[config.mk]
export PLATFORM = sky130hd
export DESIGN_NAME = tfe_front
export DESIGN_NICKNAME = d
export VERILOG_FILES = /design/src/rtl/tfe_pkg.sv /design/src/rtl/tfe_capture.sv /design/src/rtl/tfe_classify.sv /design/src/rtl/tfe_seq.sv /design/src/rtl/tfe_front.sv
export SDC_FILE = /design/constraint.sdc
export NUM_CORES = 1
export LEC_CHECK = 0
export CAP_MARGIN = 20
export CORE_MARGIN = 2
export CORE_UTILIZATION = 25
export CTS_BUF_LIST = sky130_fd_sc_hd__clkbuf_8 sky130_fd_sc_hd__clkbuf_16
export DETAILED_ROUTE_END_ITERATION = 8
export GPL_TIMING_DRIVEN = 0
export PLACE_DENSITY = 0.61
export SYNTH_ARGS = -nofsm -noshare
export SYNTH_HDL_FRONTEND = slang
export SYNTH_SLANG_ARGS = --single-unit
[constraint.sdc]
create_clock -name clk_i -period 2.3 [get_ports clk_i]
set_input_delay 0.345 -clock clk_i [delete_from_list [all_inputs] [get_ports clk_i]]
set_output_delay 0.345 -clock clk_i [all_outputs]
set_load 0.05 [all_outputs]
[src/rtl/tfe_pkg.sv]
package tfe_pkg;

  typedef enum logic [1:0] {
    ACC_FETCH = 2'b00,
    ACC_READ  = 2'b01,
    ACC_WRITE = 2'b10
  } acc_e;

  typedef enum logic [1:0] {
    DEC_MONCLR,
    DEC_ALIGN,
    DEC_FLAT,
    DEC_LOOKUP
  } dec_e;

  typedef enum logic [2:0] {
    S_IDLE,
    S_DECIDE,
    S_LKWAIT,
    S_WALK,
    S_WWAIT,
    S_RELK
  } st_e;

  localparam logic [3:0] FLT_NONE    = 4'h0;
  localparam logic [3:0] FLT_ALIGN   = 4'h1;
  localparam logic [3:0] FLT_PF_MISS = 4'h2;
  localparam logic [1:0] RGN_TYPE_OK = 2'd2;

  typedef struct packed {
    logic monclr;
    logic allow_unal;
    logic force_user;
    logic user;
  } flags_t;

  typedef struct packed {
    logic       mmu;
    logic       strict;
    logic       ic;
    logic       dc;
    logic       remap;
    logic [1:0] inner;
    logic [1:0] outer;
    logic [1:0] rtype;
  } ctl_t;

endpackage

[src/rtl/tfe_capture.sv]
module tfe_capture
  import tfe_pkg::*;
#(
  parameter int VA_W    = 32,
  parameter int ALIGN_W = 3,
  parameter int MODE_W  = 1
) (
  input  logic               clk_i,
  input  logic               rst_ni,
  input  logic               take_i,
  input  logic [VA_W-1:0]    vaddr_i,
  input  logic [1:0]         kind_i,
  input  logic               prefetch_i,
  input  logic [ALIGN_W-1:0] mask_i,
  input  flags_t             flags_i,
  input  ctl_t               ctl_i,
  output logic [VA_W-1:0]    va_o,
  output acc_e               kind_o,
  output logic               prefetch_o,
  output logic [ALIGN_W-1:0] mask_o,
  output flags_t             flags_o,
  output ctl_t               ctl_o
);

  logic [VA_W-1:0] va_clean;

  // mode bits cleared before the address is stored
  generate
    if (MODE_W > 0) begin : g_mode_clr
      assign va_clean = {vaddr_i[VA_W-1:MODE_W], {MODE_W{1'b0}}};
    end else begin : g_mode_keep
      assign va_clean = vaddr_i;
    end
  endgenerate

  always_ff @(posedge clk_i or negedge rst_ni) begin
    if (!rst_ni) begin
      va_o       <= '0;
      kind_o     <= ACC_FETCH;
      prefetch_o <= 1'b0;
      mask_o     <= '0;
      flags_o    <= '0;
      ctl_o      <= '0;
    end else if (take_i) begin
      va_o       <= va_clean;
      kind_o     <= acc_e'(kind_i);
      prefetch_o <= prefetch_i;
      mask_o     <= mask_i;
      flags_o    <= flags_i;
      ctl_o      <= ctl_i;
    end
  end

endmodule

[src/rtl/tfe_classify.sv]
module tfe_classify
  import tfe_pkg::*;
#(
  parameter int ALIGN_W = 3
) (
  input  acc_e               kind_i,
  input  logic [ALIGN_W-1:0] va_lo_i,
  input  logic [ALIGN_W-1:0] mask_i,
  input  flags_t             flags_i,
  input  ctl_t               ctl_i,
  output dec_e               dec_o,
  output logic               unc_en_o,
  output logic               unc_flat_o,
  output logic               priv_o
);

  logic is_fetch;
  logic chk_align;
  logic misaligned;

  assign is_fetch   = (kind_i == ACC_FETCH);
  assign chk_align  = !is_fetch && (ctl_i.strict || !flags_i.allow_unal);
  assign misaligned = |(va_lo_i & mask_i);

  assign unc_en_o   = is_fetch ? !ctl_i.ic : !ctl_i.dc;
  assign unc_flat_o = !ctl_i.remap || (ctl_i.inner == 2'd0) ||
                      (ctl_i.outer == 2'd0) || (ctl_i.rtype != RGN_TYPE_OK);
  assign priv_o     = !flags_i.user && !flags_i.force_user;

  // precedence: monitor clear, alignment, flat mapping, lookup
  always_comb begin
    if (flags_i.monclr)             dec_o = DEC_MONCLR;
    else if (chk_align && misaligned) dec_o = DEC_ALIGN;
    else if (!ctl_i.mmu)            dec_o = DEC_FLAT;
    else                            dec_o = DEC_LOOKUP;
  end

endmodule

[src/rtl/tfe_seq.sv]
module tfe_seq
  import tfe_pkg::*;
#(
  parameter int VA_W  = 32,
  parameter int FLT_W = 4
) (
  input  logic             clk_i,
  input  logic             rst_ni,
  input  logic             req_valid_i,
  output logic             ready_o,
  input  dec_e             dec_i,
  input  logic             unc_en_i,
  input  logic             unc_flat_i,
  input  logic             priv_i,
  input  logic             prefetch_i,
  input  logic [VA_W-1:0]  va_i,
  output logic             lkp_req_o,
  input  logic             lkp_done_i,
  input  logic             lkp_hit_i,
  input  logic [VA_W-1:0]  lkp_paddr_i,
  output logic             walk_valid_o,
  input  logic             walk_ready_i,
  input  logic             walk_done_i,
  input  logic [FLT_W-1:0] walk_fault_i,
  output logic             rsp_valid_o,
  output logic [FLT_W-1:0] rsp_fault_o,
  output logic [VA_W-1:0]  rsp_paddr_o,
  output logic             rsp_uncache_o,
  output logic             rsp_shareable_o,
  output logic             rsp_priv_o
);

  st_e              st_q, st_d;
  logic             fin;
  logic [FLT_W-1:0] fin_flt;
  logic [VA_W-1:0]  fin_pa;
  logic             fin_unc;
  logic             fin_shr;

  always_comb begin
    st_d         = st_q;
    fin          = 1'b0;
    fin_flt      = FLT_W'(FLT_NONE);
    fin_pa       = '0;
    fin_unc      = unc_en_i;
    fin_shr      = 1'b0;
    ready_o      = (st_q == S_IDLE);
    walk_valid_o = (st_q == S_WALK);
    lkp_req_o    = 1'b0;
    unique case (st_q)
      S_IDLE: if (req_valid_i) st_d = S_DECIDE;
      S_DECIDE: begin
        unique case (dec_i)
          DEC_MONCLR: begin
            fin     = 1'b1;
            fin_unc = 1'b1;
          end
          DEC_ALIGN: begin
            fin     = 1'b1;
            fin_flt = FLT_W'(FLT_ALIGN);
          end
          DEC_FLAT: begin
            fin     = 1'b1;
            fin_pa  = va_i;
            fin_unc = unc_en_i || unc_flat_i;
            fin_shr = 1'b1;
          end
          default: begin
            lkp_req_o = 1'b1;
            st_d      = S_LKWAIT;
          end
        endcase
      end
      S_LKWAIT: begin
        if (lkp_done_i) begin
          if (lkp_hit_i) begin
            fin    = 1'b1;
            fin_pa = lkp_paddr_i;
          end else if (prefetch_i) begin
            fin     = 1'b1;
            fin_flt = FLT_W'(FLT_PF_MISS);
          end else begin
            st_d = S_WALK;
          end
        end
      end
      S_WALK: if (walk_ready_i) st_d = S_WWAIT;
      S_WWAIT: begin
        if (walk_done_i) begin
          if (walk_fault_i != '0) begin
            fin     = 1'b1;
            fin_flt = walk_fault_i;
          end else begin
            st_d = S_RELK;
          end
        end
      end
      S_RELK: begin
        lkp_req_o = 1'b1;
        st_d      = S_LKWAIT;
      end
      default: st_d = S_IDLE;
    endcase
    if (fin) st_d = S_IDLE;
  end

  always_ff @(posedge clk_i or negedge rst_ni) begin
    if (!rst_ni) begin
      st_q            <= S_IDLE;
      rsp_valid_o     <= 1'b0;
      rsp_fault_o     <= '0;
      rsp_paddr_o     <= '0;
      rsp_uncache_o   <= 1'b0;
      rsp_shareable_o <= 1'b0;
      rsp_priv_o      <= 1'b0;
    end else begin
      st_q        <= st_d;
      rsp_valid_o <= fin;
      if (fin) begin
        rsp_fault_o     <= fin_flt;
        rsp_paddr_o     <= fin_pa;
        rsp_uncache_o   <= fin_unc;
        rsp_shareable_o <= fin_shr;
        rsp_priv_o      <= priv_i;
      end
    end
  end

endmodule

[src/rtl/tfe_front.sv]
module tfe_front
  import tfe_pkg::*;
#(
  parameter int VA_W    = 32,
  parameter int ALIGN_W = 3,
  parameter int MODE_W  = 1,
  parameter int FLT_W   = 4
) (
  input  logic               clk_i,
  input  logic               rst_ni,
  input  logic               req_valid_i,
  output logic               req_ready_o,
  input  logic [VA_W-1:0]    req_vaddr_i,
  input  logic [1:0]         req_kind_i,
  input  logic               req_mon_clr_i,
  input  logic               req_prefetch_i,
  input  logic               req_allow_unal_i,
  input  logic               req_force_user_i,
  input  logic [ALIGN_W-1:0] req_align_mask_i,
  input  logic               cpu_user_i,
  input  logic               ctl_mmu_en_i,
  input  logic               ctl_strict_align_i,
  input  logic               ctl_icache_en_i,
  input  logic               ctl_dcache_en_i,
  input  logic               ctl_remap_en_i,
  input  logic [1:0]         rgn0_inner_i,
  input  logic [1:0]         rgn0_outer_i,
  input  logic [1:0]         rgn0_type_i,
  output logic               lkp_req_o,
  output logic [VA_W-1:0]    lkp_vaddr_o,
  input  logic               lkp_done_i,
  input  logic               lkp_hit_i,
  input  logic [VA_W-1:0]    lkp_paddr_i,
  output logic               walk_valid_o,
  input  logic               walk_ready_i,
  output logic [VA_W-1:0]    walk_vaddr_o,
  input  logic               walk_done_i,
  input  logic [FLT_W-1:0]   walk_fault_i,
  output logic               rsp_valid_o,
  output logic [FLT_W-1:0]   rsp_fault_o,
  output logic [VA_W-1:0]    rsp_paddr_o,
  output logic               rsp_uncache_o,
  output logic               rsp_shareable_o,
  output logic               rsp_priv_o
);

  flags_t             flags_in, cap_flags;
  ctl_t               ctl_in, cap_ctl;
  logic [VA_W-1:0]    cap_va;
  acc_e               cap_kind;
  logic               cap_pf;
  logic [ALIGN_W-1:0] cap_mask;
  dec_e               dec;
  logic               unc_en, unc_flat, priv;

  assign flags_in = '{monclr: req_mon_clr_i, allow_unal: req_allow_unal_i,
                      force_user: req_force_user_i, user: cpu_user_i};
  assign ctl_in   = '{mmu: ctl_mmu_en_i, strict: ctl_strict_align_i,
                      ic: ctl_icache_en_i, dc: ctl_dcache_en_i,
                      remap: ctl_remap_en_i, inner: rgn0_inner_i,
                      outer: rgn0_outer_i, rtype: rgn0_type_i};

  tfe_capture #(.VA_W(VA_W), .ALIGN_W(ALIGN_W), .MODE_W(MODE_W)) i_capture (
    .clk_i      (clk_i),
    .rst_ni     (rst_ni),
    .take_i     (req_valid_i && req_ready_o),
    .vaddr_i    (req_vaddr_i),
    .kind_i     (req_kind_i),
    .prefetch_i (req_prefetch_i),
    .mask_i     (req_align_mask_i),
    .flags_i    (flags_in),
    .ctl_i      (ctl_in),
    .va_o       (cap_va),
    .kind_o     (cap_kind),
    .prefetch_o (cap_pf),
    .mask_o     (cap_mask),
    .flags_o    (cap_flags),
    .ctl_o      (cap_ctl)
  );

  tfe_classify #(.ALIGN_W(ALIGN_W)) i_classify (
    .kind_i     (cap_kind),
    .va_lo_i    (cap_va[ALIGN_W-1:0]),
    .mask_i     (cap_mask),
    .flags_i    (cap_flags),
    .ctl_i      (cap_ctl),
    .dec_o      (dec),
    .unc_en_o   (unc_en),
    .unc_flat_o (unc_flat),
    .priv_o     (priv)
  );

  tfe_seq #(.VA_W(VA_W), .FLT_W(FLT_W)) i_seq (
    .clk_i           (clk_i),
    .rst_ni          (rst_ni),
    .req_valid_i     (req_valid_i),
    .ready_o         (req_ready_o),
    .dec_i           (dec),
    .unc_en_i        (unc_en),
    .unc_flat_i      (unc_flat),
    .priv_i          (priv),
    .prefetch_i      (cap_pf),
    .va_i            (cap_va),
    .lkp_req_o       (lkp_req_o),
    .lkp_done_i      (lkp_done_i),
    .lkp_hit_i       (lkp_hit_i),
    .lkp_paddr_i     (lkp_paddr_i),
    .walk_valid_o    (walk_valid_o),
    .walk_ready_i    (walk_ready_i),
    .walk_done_i     (walk_done_i),
    .walk_fault_i    (walk_fault_i),
    .rsp_valid_o     (rsp_valid_o),
    .rsp_fault_o     (rsp_fault_o),
    .rsp_paddr_o     (rsp_paddr_o),
    .rsp_uncache_o   (rsp_uncache_o),
    .rsp_shareable_o (rsp_shareable_o),
    .rsp_priv_o      (rsp_priv_o)
  );

  assign lkp_vaddr_o  = cap_va;
  assign walk_vaddr_o = cap_va;

endmodule

# --- Word level (Yosys, flattened, before mapping) ---
# Index checks and enable logic that the tools add are counted.
op_classes:
  n_reduce_logical: 25
  n_bitwise: 1
  eq_ne: 16
  n_mux: 38
op_table:
  columns: ["operator", "n"]
  rows:
  - ["32-bit 2-to-1 mux", 3]
  - ["32-bit one-hot mux with 2 select lines", 1]
  - ["3-bit 2-to-1 mux", 9]
  - ["3-bit by 2-bit != test with 1-bit output, second input constant", 7]
  - ["3-bit one-hot mux with 6 select lines", 1]
  - ["4-bit 2-to-1 mux", 4]
  - ["1-bit 2-to-1 mux", 13]
  - ["4-bit one-hot mux with 3 select lines", 1]
  - ["2-bit zero test", 4]
  - ["8-bit AND reduction", 1]
  - ["1-bit zero test", 7]
  - ["3-bit by 2-bit equality test with 1-bit output, second input constant", 2]
  - ["3-bit equality test, second input constant", 2]
  - ["2-bit 2-to-1 mux", 3]
  - ["3-bit OR reduction", 2]
  - ["1-bit logical OR", 5]
  - ["1-bit logical AND", 4]
  - ["1-bit one-hot mux with 2 select lines", 2]
  - ["4-bit nonzero test", 1]
  - ["3-bit bitwise AND", 1]
  - ["3-bit by 1-bit equality test with 1-bit output, second input constant", 1]
  - ["3-bit zero test", 1]
  - ["3-bit by 1-bit != test with 1-bit output, second input constant", 1]
  - ["1-bit one-hot mux with 3 select lines", 1]
  - ["3 further kinds", 3]
word_totals:
  regBits: 95
  inputBits: 96
  word_cells: 103
  out_inout_bits: 107

# --- Longest topological paths before layout ---
# Gate-level depths: netlist of run 1.
logic_depth:
  depth_word: 12
  mapped_depth: 7
  ltp_nobuf: 4

# --- Cells and area by module ---
# A second synthesis of run 1 with hierarchy kept.
hier_totals:
  cells_unflattened: 323
  hier_area_um2: 4586.9
by_module_without_submodules:
  columns: ["module", "cells_each", "area_per_inst_um2", "n_inst"]
  rows:
  - ["tfe_capture", 112, 2197.1, 1]
  - ["tfe_seq", 166, 2065.7, 1]
  - ["tfe_front", 33, 246.5, 1]
  - ["tfe_classify", 12, 77.6, 1]

# --- Worst setup path before layout of run 1 ---
# No wires, ideal clock.
synth_timing:
  kind: "register -> register"
  startpoint: "register i_seq.st_q[1]"
  endpoint: "register i_capture.ctl_o[10] in the netlist's numbering"
  required_time_ns: 2.175
  synth_period_minus_slack_ns: 2.763
  path_stages_with_launch: 7
  slack_ns: -0.463
  setup_time_ns: 0.125
  arrival_time_ns: 2.638
  cell_sequence: "dfrtp_1 > clkbuf_1 > nor3_1 > and2_1 > buf_2 > buf_2 > mux2_2"
synth_via:
  elab_chain_cells: 2
synth_lines:
  columns: ["element", "line_no", "rtl"]
  rows:
  - ["from (decl)", "tfe_seq.sv:33", "st_e st_q, st_d;"]
  - ["from (signal assigned)", "tfe_seq.sv:117", "st_q <= st_d;"]
  - ["3-bit zero test", "tfe_seq.sv:47", "ready_o = (st_q == S_IDLE);"]
  - ["named net req_ready_o", "tfe_front.sv:12", "output logic req_ready_o,"]
  - ["1-bit logical AND", "tfe_front.sv:66", ".take_i (req_valid_i && req_ready_o),"]
  - ["to (signal assigned)", "tfe_capture.sv:50", "ctl_o <= ctl_i;"]
  - ["to (decl)", "tfe_capture.sv:22", "output ctl_t ctl_o"]
# The timed path passes the listed nets, and every way through them passes these cells.
# A chain may end at the register's enable or synchronous reset.

# --- Worst setup path after layout of run 1 ---
layout_timing:
  startpoint: "input port walk_fault_i[0]"
  endpoint: "register i_seq.rsp_uncache_o"
layout_via:
  elab_chain_cells: 4
layout_lines:
  columns: ["element", "line_no", "rtl"]
  rows:
  - ["from (decl)", "tfe_front.sv:38", "input logic [FLT_W-1:0] walk_fault_i,"]
  - ["4-bit nonzero test", "tfe_seq.sv:90", "if (walk_fault_i != '0) begin"]
  - ["1-bit 2-to-1 mux", "tfe_seq.sv:90", null]
  - ["1-bit 2-to-1 mux", "tfe_seq.sv:89", "if (walk_done_i) begin"]
  - ["1-bit one-hot mux with 3 select lines", "tfe_seq.sv:50", "unique case (st_q)"]
  - ["to (signal assigned)", "tfe_seq.sv:122", "rsp_uncache_o <= fin_unc;"]
  - ["to (decl)", "tfe_seq.sv:28", "output logic rsp_uncache_o,"]
# No other way between the ends.

==> results of run 1 <==
==> power groups by stage <==
| stage | logic, uW | registers (uW) | clock network [uW] |
|---|---|---|---|
| after floorplan | 3290 | 4680 | 0 |
| after global placement | 7340 | 2970 | 0 |
| after detailed placement | 7410 | 3020 | 0 |
| after CTS | 7410 | 3000 | 1450 |
| after global routing | 7720 | 3100 | 1520 |
| final | 7360 | 2980 | 1410 |
==> layer usage <==
layer	vias up	routed length [um]	global-route usage [%]
met5	-	0	0
met4	0	182	4.22
met3	12	1020	4.99
met2	127	6420	23.8
met1	1658	5140	16.9
li1	1558	-	-
==> cell families after synthesis <==
family / count (synthesis) / share of synthesized area (%)
AO/OA/AOI/OAI: 85 / 17.6
AND/OR/NAND/NOR: 30 / 4.20
flip-flops: 94 / 54.8
other: 1 / 0.0874
multiplexers: 54 / 14.1
buffers and inverters: 57 / 9.21
==> per-stage QoR <==
stage | hold slack [ns] | cells | power [uW] | TNS [ns]
after floorplan | 0.0494 | 322 | 7970 | 0
after global placement | 0.461 | 740 | 10300 | -258.73
after detailed placement | 0.398 | 741 | 10400 | -2.65
after CTS | 0.0215 | 757 | 11900 | 0
after global routing | 0.0489 | 759 | 12300 | -0.00803
final | 0.00360 | 759 | 11700 | 0
==> layout make-up <==
cell class / count / area, um2 / area share (%)
Buffer: 52 / 378 / 5.48
Clock buffer: 11 / 253 / 3.67
Clock inverter: 5 / 26.3 / 0.381
Inverter: 5 / 18.8 / 0.272
Multi-Input combinational cell: 171 / 1570 / 22.7
Sequential cell: 94 / 2350 / 34.1
Tap cell: 220 / 275 / 3.99
Timing Repair Buffer: 201 / 2020 / 29.3
==> what timing repair did <==
action,in CTS,in global routing
setup endpoints to repair,3,3
gates resized for setup,5,4
hold endpoints to repair,0,0
setup buffers,0,2
==> cells in the mapped netlist (all sizes together) (2+ instances only) <==
master / count / area share, %
dfrtp: 94 / 55
a31oi: 3 / 0.44
a21o: 32 / 6.3
nand2: 5 / 0.44
a21oi: 4 / 0.55
buf: 50 / 8.6
nor3: 2 / 0.23
nor2: 8 / 0.70
a221o: 2 / 0.47
inv: 5 / 0.44
and2: 2 / 0.29
mux2: 53 / 14
clkbuf: 2 / 0.17
a22o: 35 / 7.7
==> worst paths after layout <==
kind	to	cells past startpoint
min reg2reg	i_seq.rsp_paddr_o[18]	1
max reg2reg	i_seq.rsp_paddr_o[24]	6
max	i_seq.rsp_uncache_o	6
max in group asynchronous	i_seq.rsp_paddr_o[17]	2
min in group clk_i	i_seq.rsp_paddr_o[18]	1
min	i_capture.prefetch_o	1
==> flip-flops by register name, indices dropped and copies added, names as in the netlist <==
register and flops:
i_capture.va_o 31, i_seq.rsp_paddr_o 32, i_capture.kind_o 2, i_seq.rsp_fault_o 4, i_seq.st_q 3, i_capture.ctl_o 11, i_capture.mask_o 2, i_capture.flags_o 4
i_seq.rsp_shareable_o 1, i_seq.rsp_valid_o 1, i_capture.prefetch_o 1, i_seq.rsp_priv_o 1, i_seq.rsp_uncache_o 1
==> worst register-to-register path: cells and delay by family (launching register included) <==
family	cells	cell delay (ns)
AOI/OAI and AO/OA	3	0.72
buffers and inverters	2	0.38
and+or+nand+nor	1	0.54
DFF	1	0.37
==> impl_results.md, run 1 <==
* First-pass GRT wire length at 19600 um
* Largest delay share family, worst path: buffers and inverters
* CTS tree: done
* Reg2reg setup slack at 0.23 ns
* Largest net degree at the start of global routing at 50
* Chip height at 135 um
* Endpoints failing hold at 0
* Layout Area Growth over Synthesis at 60.5%
* Main synth FF type: dfrtp_1
* Slew HR at 58.7%
* Starting Density at 25.7%
* First drt pass iteration count at 4
* Die ar. at 18200 um2
* Commonest non-fill, non-tap cell in the layout: clkdlybuf4s50_1
* Drt total wl at 12800 um
* Total global routing overflow at 0
* Commonest cells after routing, fill and taps aside: 194 x clkdlybuf4s50_1, 94 x dfrtp_1, 53 x mux2_2
* Comb pwr share at 62.6%
* Vias in the first global route at 3545
* MaxCap Viol Count at 0
* Final ANT Viol Nets at 0
* Vias per cell at 4.42
* CTS sink count at 94
* Cell area power density at 1710 nW/um2
* Dpl hpwl at 9530 um
* Slowest CP cell: or4_1
* Worst setup margin at 0.131 ns
* Post-route core utilization at 41.3%
* Worst EP required at 2.53 ns
* Status: finished clean
* Critical path launch point type: input port
* R2r startpoint: i_seq.st_q[2]
* Worst Path Buf+Inv at 2
* Worst Setup SP: walk_fault_i[0]
* Clock share of power at 12.0%
* Min Clock Period, post-route at 2.17 ns
* Post-synthesis cell type count at 43
* Reg clk slew, reported paths at 0.06 ns
* Deepest clock path buffer count at 2
* Layout cells sized above 1 at 32.5%
* CTS root buffer: clkbuf_16
* Die Wd at 135 um
* Worst Skew at 0.00448 ns
* Fraction of power spent switching nets at 47.5%
* Ys Warns at 0
* Worst path max stage delay at 0.57 ns
* # rows at 47
* Power share of the sequential group at 25.4%
* Max VDD drop at 0.986 mV
* Final instance area at 6890 um2
* Number of buffers created by CTS at 9
* Hold_buf cts at 0
* Flop and latch count out of synthesis at 94
* Final Wtd Congestion at 0.776
* DRT iter0 DRCs at 110
* Static Leakage at 0.00309 uW
* DR WL/cell at 16.8 um
* DRC violations left at 0
* Internal at 6170 uW
* CP Class: input port to flip-flop
* WP data arrival at 2.40 ns
* Critical Path, Cell by Cell: clkdlybuf4s50_1 -> or4_1 -> o2bb2ai_1 -> a21oi_2 -> buf_4 -> mux2_2
* Mapped cell area at 4290 um2
* Fill cells at 1606
* Total Routing Usage GR at 14.1%
* Htree depth at 3
* Seq/Total Area, Yosys at 54.8%
* Clk_lat worst skew at 0.34 ns
* Buffers on Ports at 198
* Switch Pwr at 5580 uW
* Fmax at 0.461 GHz
* Initial antenna violation count at 0
* CORE AREA at 16700 um2
* Synthesized area per cell at 13.4 um2
* Post-Place Setup Slack at -0.321 ns
* Placed Area at 6580 um2
* Slew @ Worst Pin at 0.620 ns
* Final setup viols at 0
* Crit end category: flip-flop
* Post-synth ARST share at 100%
* Type of the worst min-delay path: input port to asynchronous set/reset pin
* Ant diodes at 0
* Total Nets Final at 630
* I/O pins at 203
* Final Max Tran Viols at 0
* Mapped Cells at 321
* Crit-path max FO at 10
* EDFF count, synth at 0
* Via count at 3355
* Fin crit share at 94.3%
Note: power is estimated with default switching activity, not from simulation.
==> inputs of run 2 (changes only) <==
==> constraint.sdc (replaced) <==
create_clock -name clk_i -period 2.1 [get_ports clk_i]
set_input_delay 0.315 -clock clk_i [delete_from_list [all_inputs] [get_ports clk_i]]
set_output_delay 0.315 -clock clk_i [all_outputs]
set_load 0.05 [all_outputs]
==> run 2 against run 1 <==
  * Final cell count is 0.40% higher
  * Largest cell class unchanged
  * Hold slack worse by 0.0070 ns
  * Utilization is 0.52 points higher
  * Highest routed layer unchanged
  * Power is 11% higher
  * Via count is 0.72% lower
  * The run now ends with hold timing left
==> impl_results.md, run 2 (same netlist as run 1, synthesis figures left out) <==
* Status: finished with violations (was finished clean)
* Violated checks: hold timing
* Largest net degree at the start of global routing at 49 (was 50)
* First drt pass iteration count at 4 (unchanged)
* Metal-1 WL at 5170 um (was 5140 um)
* Footprint of the multi-input gates at 1610 um2 (was 1570 um2)
* Max reg flops at 32 (unchanged)
* CTS sink count at 94 (unchanged)
* Largest registers: i_seq.rsp_paddr_o x32, i_capture.va_o x31, i_capture.ctl_o x11 (unchanged)
* Slew HR at 57.1% (was 58.7%)
* Reg clk slew, reported paths at 0.06 ns (about the same)
* Ant diodes at 0 (unchanged)
* Layout Area Growth over Synthesis at 62.5% (was 60.5%)
* I/O pins at 203 (unchanged)
* Slowest CP cell: clkdlybuf4s50_1 (was or4_1)
* CTS root buffer: clkbuf_16 (unchanged)
* CTS tree: done (unchanged)
* Biggest register: i_seq.rsp_paddr_o (unchanged)
* Final Power at 13100 uW (was 11700 uW)
* Total Nets Final at 633 (was 630)
* Chip height at 135 um (unchanged)
* Fin crit share at 96.5%
* Crit end category: output port (was flip-flop)
* Critical path launch point type: flip-flop (was input port)
* Fmax at 0.493 GHz
* Final ANT Viol Nets at 0 (unchanged)
* Largest delay share family, worst path: buffers and inverters (unchanged)
* Worst Skew at 0.00678 ns (was 0.00448 ns)
* First-pass GRT wire length at 19700 um (was 19600 um)
* Post-Layout Cell Count at 762 (was 759)
* Hold slack at -0.00343 ns (was 0.00360 ns)
* DRC violations left at 0 (unchanged)
* Vias per cell at 4.37 (was 4.42)
* Placed insts at 741 (unchanged)
* Dpl hpwl at 9400 um (was 9530 um)
* WP data arrival at 1.71 ns (was 2.40 ns)
* Met3 wire length at 953 um (was 1020 um)
* Buffers on Ports at 198 (unchanged)
* Initial antenna violation count at 0 (unchanged)
* Unrepaired setup endpoints after global routing: no
* Reg area at 2350 um2 (unchanged)
* Vias in the first global route at 3628 (was 3545)
* Drt total wl at 12700 um (was 12800 um)
* Worst setup margin at 0.0727 ns (was 0.131 ns)
* Met2 WL at 6460 um (was 6420 um)
* Critical Path, Cell by Cell: clkdlybuf4s50_1 (was clkdlybuf4s50_1 -> or4_1 -> o2bb2ai_1 -> a21oi_2 -> buf_4 -> mux2_2)
* Htree depth at 3 (unchanged)
* Static Leakage at 0.00311 uW (was 0.00309 uW)
* Worst Path Buf+Inv at 1 (was 2)
* Final Max Tran Viols at 0 (unchanged)
* # rows at 47 (unchanged)
* Total global routing overflow at 0 (unchanged)
* Post-route core utilization at 41.8% (was 41.3%)
* Clk_lat worst skew at 0.34 ns (about the same)
* Commonest cells after routing, fill and taps aside: 192 x clkdlybuf4s50_1, 94 x dfrtp_1, 53 x mux2_2 (was 194 x clkdlybuf4s50_1, 94 x dfrtp_1, 53 x mux2_2)
* Max VDD drop at 0.975 mV (was 0.986 mV)
* Post-Place Setup Slack at -0.535 ns (was -0.321 ns)
* Die Wd at 135 um (unchanged)
* Starting Density at 25.7% (unchanged)
* Worst EP required at 1.78 ns (was 2.53 ns)
* Layout cells sized above 1 at 34.3% (was 32.5%)
* Cell area power density at 1870 nW/um2 (was 1710 nW/um2)
* MaxCap Viol Count at 0 (unchanged)
* Final setup viols at 0 (unchanged)
* Total Routing Usage GR at 14.1% (about the same)
* CP Class: flip-flop to output port (was input port to flip-flop)
* Commonest non-fill, non-tap cell in the layout: clkdlybuf4s50_1 (unchanged)
* Final Wtd Congestion at 0.748 (was 0.776)
* Crit-path max FO at 6 (was 10)
* DRT iter0 DRCs at 120 (was 110)
* Slew @ Worst Pin at 0.643 ns (was 0.620 ns)
* Worst path max stage delay at 0.87 ns (was 0.57 ns)
* DR WL/cell at 16.7 um (was 16.8 um)
* Min Clock Period, post-route at 2.03 ns
* Setup TNS at 0 ns (unchanged)
* Number of buffers created by CTS at 9 (unchanged)
* Fill cells at 1569 (was 1606)
* Highest metal used: met4 (unchanged)
* Endpoints failing hold at 3 (was 0)
* CORE AREA at 16700 um2 (unchanged)
* Type of the worst min-delay path: input port to asynchronous set/reset pin (unchanged)
* Deepest clock path buffer count at 2 (unchanged)
* Via count at 3331 (was 3355)
* Die ar. at 18200 um2 (unchanged)
[run 2: layer usage]
metal / vias up / global-route usage, %
met3: 7 / 5.22
met1: 1639 / 16.6
met5: - / 0
li1: 1567 / -
met4: 0 / 2.89
met2: 118 / 24.8
[run 2: repair_timing]
action                                  in CTS  in global routing
pin swaps                                    0                  1
hold buffers                                 0                  0
resized for setup                           20                 10
buffers inserted                             2                  3
gates cloned                                 0                  0
endpoints found under the setup margin      33                 80
[run 2: power by group]
part / switching (uW) / leakage, uW / internal, uW
logic: 4850 / 0.00181 / 3340
registers: 643 / 0.00117 / 2620
clock network: 690 / 0.000139 / 914
total: 6190 / 0.00311 / 6880
[run 2: path summary, 6_finish.rpt]
kind / from / endpoint / slack (ns) / depth (start not counted)
min reg2reg: i_seq.rsp_paddr_o[15] / i_seq.rsp_paddr_o[15] / 0.48 / 1
max reg2reg: i_seq.st_q[0] / i_seq.rsp_paddr_o[5] / 0.10 / 8
min: rst_ni / i_seq.rsp_fault_o[1] / -0.003 / 1
max: i_capture.va_o[2] / lkp_vaddr_o[2] / 0.07 / 1
min in group clk_i: i_seq.rsp_paddr_o[15] / i_seq.rsp_paddr_o[15] / 0.48 / 1
max in group asynchronous: rst_ni / i_capture.flags_o[0] / 1.44 / 2
[run 2: per-stage QoR]
step           cell area [um2]  hold WS [ns]
2_1_floorplan             4310        0.0194
4_1_cts                   6930       0.00978
3_5_place_dp              6590         0.381
6_report                  6980      -0.00343
3_3_place_gp              6570         0.462
5_1_grt                   6980        0.0275
[run 2: final cells by class]
type                       count  area share [%]
buffer                        52            5.67
clock buffer                   9            3.23
clock inverter                 7           0.950
inverter                       5           0.269
multi-input combinational    171            23.0
sequential                    94            33.7
tap                          220            3.94
timing repair buffer         204            29.2
